<file path="config.mk">
export PLATFORM = sky130hd
export DESIGN_NAME = periodic_irq_gen
export DESIGN_NICKNAME = d
export VERILOG_FILES = /design/src/rtl/periodic_irq_gen_pkg.sv /design/src/rtl/periodic_irq_gen_ctrl.sv /design/src/rtl/periodic_irq_gen_dp.sv /design/src/rtl/periodic_irq_gen.sv
export SDC_FILE = /design/constraint.sdc
export NUM_CORES = 1
export LEC_CHECK = 0
export CAP_MARGIN = 20
export CORE_ASPECT_RATIO = 0.9
export CORE_MARGIN = 2
export CORE_UTILIZATION = 25
export CTS_CLUSTER_DIAMETER = 200
export DETAILED_ROUTE_END_ITERATION = 7
export DONT_BUFFER_PORTS = 1
export PLACE_DENSITY = 0.47
export SYNTH_ARGS = -nofsm -noshare
export SYNTH_HDL_FRONTEND = slang
export SYNTH_HIERARCHICAL = 1
export SYNTH_SLANG_ARGS = --single-unit
</file>
<file path="constraint.sdc">
create_clock -name clk -period 3.7 [get_ports clk]
set_input_delay 0 -clock clk [delete_from_list [all_inputs] [get_ports clk]]
set_output_delay 0 -clock clk [all_outputs]
set_load 0.02 [all_outputs]
</file>
<file path="src/rtl/periodic_irq_gen_pkg.sv">
package periodic_irq_gen_pkg;

  localparam int PG_CODE_W = 4;

  // Strobes from control to datapath for one clock cycle.
  typedef struct packed {
    logic                 advance;    // a 32 kHz tick is present this cycle
    logic                 armed;      // generator enabled for this tick
    logic [PG_CODE_W-1:0] periodLog;  // log2 of the period in ticks
  } pgStrobe_t;

endpackage

</file>
<file path="src/rtl/periodic_irq_gen_ctrl.sv">
module periodic_irq_gen_ctrl
  import periodic_irq_gen_pkg::*;
#(
  parameter int CODE1_LOG = 7,
  parameter int CODE2_LOG = 8
) (
  input  logic                 clk,
  input  logic                 rstN,
  input  logic                 tickEn,
  input  logic [PG_CODE_W-1:0] rateCode,
  input  logic                 intEn,
  input  logic                 sqwEn,
  input  logic                 boundaryHit,
  output pgStrobe_t            strobe,
  output logic                 flagPulse,
  output logic                 irqReq,
  output logic                 sqwPulse
);

  logic [PG_CODE_W-1:0] periodLog;
  logic                 codeLive;

  always_comb begin
    codeLive = (rateCode != '0);
    unique case (rateCode)
      PG_CODE_W'(0): periodLog = '0;
      PG_CODE_W'(1): periodLog = PG_CODE_W'(CODE1_LOG);
      PG_CODE_W'(2): periodLog = PG_CODE_W'(CODE2_LOG);
      default:       periodLog = rateCode - PG_CODE_W'(1);
    endcase
  end

  always_comb begin
    strobe.advance   = tickEn;
    strobe.armed     = codeLive && (intEn || sqwEn);
    strobe.periodLog = periodLog;
  end

  always_ff @(posedge clk) begin
    if (!rstN) begin
      flagPulse <= 1'b0;
      irqReq    <= 1'b0;
      sqwPulse  <= 1'b0;
    end else begin
      flagPulse <= boundaryHit;
      irqReq    <= boundaryHit && intEn;
      sqwPulse  <= boundaryHit && sqwEn;
    end
  end

endmodule

</file>
<file path="src/rtl/periodic_irq_gen_dp.sv">
module periodic_irq_gen_dp
  import periodic_irq_gen_pkg::*;
#(
  parameter int CNT_W = 14
) (
  input  logic      clk,
  input  logic      rstN,
  input  pgStrobe_t strobe,
  output logic      boundaryHit
);

  logic [CNT_W-1:0] tickCount;
  logic [CNT_W-1:0] nextCount;
  logic [CNT_W-1:0] periodMask;

  assign nextCount = tickCount + CNT_W'(1);

  // Bit g of the mask is set when it lies below the period exponent.
  for (genvar g = 0; g < CNT_W; g++) begin : g_mask
    assign periodMask[g] = (g < int'(strobe.periodLog));
  end

  always_ff @(posedge clk) begin
    if (!rstN) begin
      tickCount <= '0;
    end else if (strobe.advance) begin
      tickCount <= nextCount;
    end
  end

  assign boundaryHit = strobe.advance && strobe.armed &&
                       ((nextCount & periodMask) == '0);

endmodule

</file>
<file path="src/rtl/periodic_irq_gen.sv">
module periodic_irq_gen
  import periodic_irq_gen_pkg::*;
#(
  parameter int CNT_W     = 14,
  parameter int CODE1_LOG = 7,
  parameter int CODE2_LOG = 8
) (
  input  logic                 clk,
  input  logic                 rstN,
  input  logic                 tickEn,
  input  logic [PG_CODE_W-1:0] rateCode,
  input  logic                 intEn,
  input  logic                 sqwEn,
  output logic                 flagPulse,
  output logic                 irqReq,
  output logic                 sqwPulse
);

  pgStrobe_t strobe;
  logic      boundaryHit;

  periodic_irq_gen_ctrl #(
    .CODE1_LOG(CODE1_LOG),
    .CODE2_LOG(CODE2_LOG)
  ) ctrl_i (
    .clk        (clk),
    .rstN       (rstN),
    .tickEn     (tickEn),
    .rateCode   (rateCode),
    .intEn      (intEn),
    .sqwEn      (sqwEn),
    .boundaryHit(boundaryHit),
    .strobe     (strobe),
    .flagPulse  (flagPulse),
    .irqReq     (irqReq),
    .sqwPulse   (sqwPulse)
  );

  periodic_irq_gen_dp #(
    .CNT_W(CNT_W)
  ) dp_i (
    .clk        (clk),
    .rstN       (rstN),
    .strobe     (strobe),
    .boundaryHit(boundaryHit)
  );

endmodule

</file>
==> results.py <==
metrics = {
    "floorplan": {
        "dieArea_um2": 5950,
        "rows": 25,
        "die_w_um": 81.1,
        "die_h_um": 73.4,
        "coreArea_um2": 5190,
        "start_util_pct": 25.8,
        "num_io_pins": 12,
    },
    "clocking": {
        "cts_sinks": 17,
        "numCtsBuffers": 3,
        "cts-resized-gates": 0,
        "clk_latency_ps": 260,
        "clkSlewWorstSetupHoldPaths_ps": 80,
        "cts_setup_buffers": 0,
        "clockRootBuffer": "clkbuf_8",
        "clockBufferDepth": 2,
        "htree_levels": 1,
        "tritoncts": "built",
    },
    "critical_path": {
        "reg2reg_from": "dp_i/tickCount[0]",
        "path_max_fanout": 7,
        "crit_path_start": "dp_i/tickCount[0]",
        "required_ps": 3910,
        "worstPathCellList": "ha_1 -> nand3_2 -> nor2_1 -> a31oi_1 -> nor4_2 -> o21ai_1 -> a211oi_2 -> and3_1",
        "start_kind": "register",
        "slowest_stage": "dfxtp_1",
        "cp-end-kind": "register",
        "cpPeakStageDelay_ps": 460,
        "worstSetupPathType": "register to register",
        "worst-endpoint-arrival_ps": 2550,
    },
    "yosys": {
        "yosysUniqueCellTypes": 49,
        "yosysWarnings": 6,
        "synth-seq-cells": 17,
        "synth_top_cell_area_share_pct": 25.4,
        "async_flop_share_pct": 0,
        "synthTopCellsByCount": "dfxtp_1, and2_1, nand2_1",
        "synthFlopType": "dfxtp_1",
        "yosysMostFrequentCell": "dfxtp_1",
        "synth-edff-count": 0,
        "seq_area_frac_synth_pct": 25.4,
        "avgSynthCellArea_um2": 8.21,
        "synth_area_leaders": "dfxtp_1, xnor2_1, and2_1",
        "yosys.area.top_type": "dfxtp_1",
        "syn_nets": 176,
        "syn_inst": 163,
        "syn_area_um2": 1340,
    },
    "sta": {
        "setup_viol": 0,
        "timing.fmax_mhz": 426,
        "min_period_ps": 2350,
        "hold_viol_final": 0,
        "finalSetupTns_ps": 0,
        "slew_viol_final": 0,
        "layout_setup_ws_ps": 1350,
        "tightestPinTransition_ps": 611,
        "skew_ps": 9.98,
        "max_slew_margin_pct": 59.0,
        "fin_crit_sh_pct": 63.4,
        "grt_setup_unrepaired": "no",
    },
    "global_routing": {
        "grt_max_degree": 18,
        "gr-usage-all-layers_pct": 10.3,
        "overflow": 0,
        "antenna_found_initial": 0,
        "grt_pass1_vias": 992,
        "grt_pass1_wl_mm": 4.73,
    },
    "place": {
        "post-dp-hpwl_mm": 2.02,
        "gp_congestion": 0.804,
        "numPortBuffers": 0,
        "place_ws_ps": 1370,
    },
    "drt": {
        "vias_per_cell": 4.81,
        "ant_nets": 0,
        "vias": 1086,
        "wl_mm": 2.77,
        "drt_iter0_markers": 83,
        "avgRoutedWirePerCell_um": 12.2,
        "dr.pass1.iters": 4,
        "remaining_drc_errors": 0,
    },
    "cells_and_area": {
        "utilization_pct": 27.6,
        "seq_area_um2": 340,
        "layout.nets": 173,
        "area_growth_pct": 7.11,
        "fillers": 584,
        "n_antenna_cell": 0,
        "drive_gt1_share_pct": 9.43,
        "multi_input_area_um2": 903,
    },
    "min_path": {
        "min_from": "tickEn",
        "hold_path_class": "primary input to register",
    },
    "status": {
        "status": "completed",
    },
    "pwr": {
        "peakVddDrop_v": 0.000137,
        "power_mw": 0.382,
        "power_density_nw_per_um2": 267,
        "leakage_nw": 0.516,
    },
    "run": {
        "max_cap_violations": 0,
    },
}
==> layout by cell type, fill, tap and decap left out, drive strengths merged, types with 4 or more instances in the layout <==
| cell | count |
|---|---|
| a21oi | 5 |
| nand4 | 6 |
| inv | 5 |
| dfxtp | 17 |
| nor2 | 11 |
| xnor2 | 10 |
| dlygate4sd3 | 4 |
| ha | 4 |
| nand3 | 8 |
| nor3 | 4 |
| and2 | 12 |
| xor2 | 7 |
| nand2 | 11 |
| o21ai | 8 |
==> report_power, final <==
| group | switching [mW] | leakage (nW) | internal [mW] | total, mW |
|---|---|---|---|---|
| clock network | 0.0676 | 0.0255 | 0.0748 | 0.142 |
| logic | 0.0267 | 0.353 | 0.0207 | 0.0475 |
| registers | 0.00603 | 0.137 | 0.186 | 0.192 |
==> logic make-up (layout without fill, tap and decap cells) <==
group,count (synthesis),in the layout,share of synthesized area [%]
fa+ha+maj,4,4,3.74
buf+inv,17,13,7.02
xor+xnor,17,17,11.1
flops,17,17,25.4
compound gates,33,33,16.7
simple gates,72,72,33.8
mux,3,3,2.25
==> metal layers <==
layer	vias to the layer above	wire length [µm]	GRT usage, %
li1	564	-	-
met1	509	1400	13.8
met2	11	1280	16.5
met3	2	68	2.95
met4	0	21	2.26
met5	-	0	0
==> cell type report <==
cell class / instances / area share, %
flip-flops and latches: 17 / 23.8
inverters: 5 / 1.31
well taps: 67 / 5.85
clock buffers: 3 / 2.88
repair buffers: 4 / 2.79
multi-input cells: 129 / 63.1
clock inverters: 1 / 0.349
==> path summary, 6_finish.rpt <==
| check | end | slack, ps | cells past startpoint |
|---|---|---|---|
| hold / removal | dp_i/tickCount[10] | 30 | 4 |
| setup / recovery | ctrl_i/sqwPulse | 1350 | 8 |
| hold reg to reg | dp_i/tickCount[13] | 510 | 2 |
| setup reg to reg | ctrl_i/sqwPulse | 1350 | 8 |
==> sequential cells by signal, indices dropped and copies added, names as in the netlist <==
register	flops
dp_i/tickCount	14
ctrl_i/flagPulse	1
ctrl_i/irqReq	1
ctrl_i/sqwPulse	1
==> critical path, delay by kind of cell (launching register included) <==
family | cells | cell delay, ps
compound gates | 3 | 550
fa+ha+maj | 1 | 350
flops | 1 | 460
simple gates | 4 | 940
==> per-stage QoR <==
step | hold WS (ps) | instance area (µm²) | cells
2_1_floorplan | 127 | 1340 | 163
6_report | 34.4 | 1430 | 226
3_3_place_gp | 124 | 1350 | 218
5_1_grt | 41.1 | 1430 | 226
4_1_cts | 31.8 | 1430 | 226
3_5_place_dp | 126 | 1350 | 218
==> what timing repair did <==
item | in CTS | in global routing
setup endpoints to repair | 0 | 0
endpoints found under the hold margin | 17 | 0
hold buffers | 4 | 0
(Power assumes the default switching activity.)
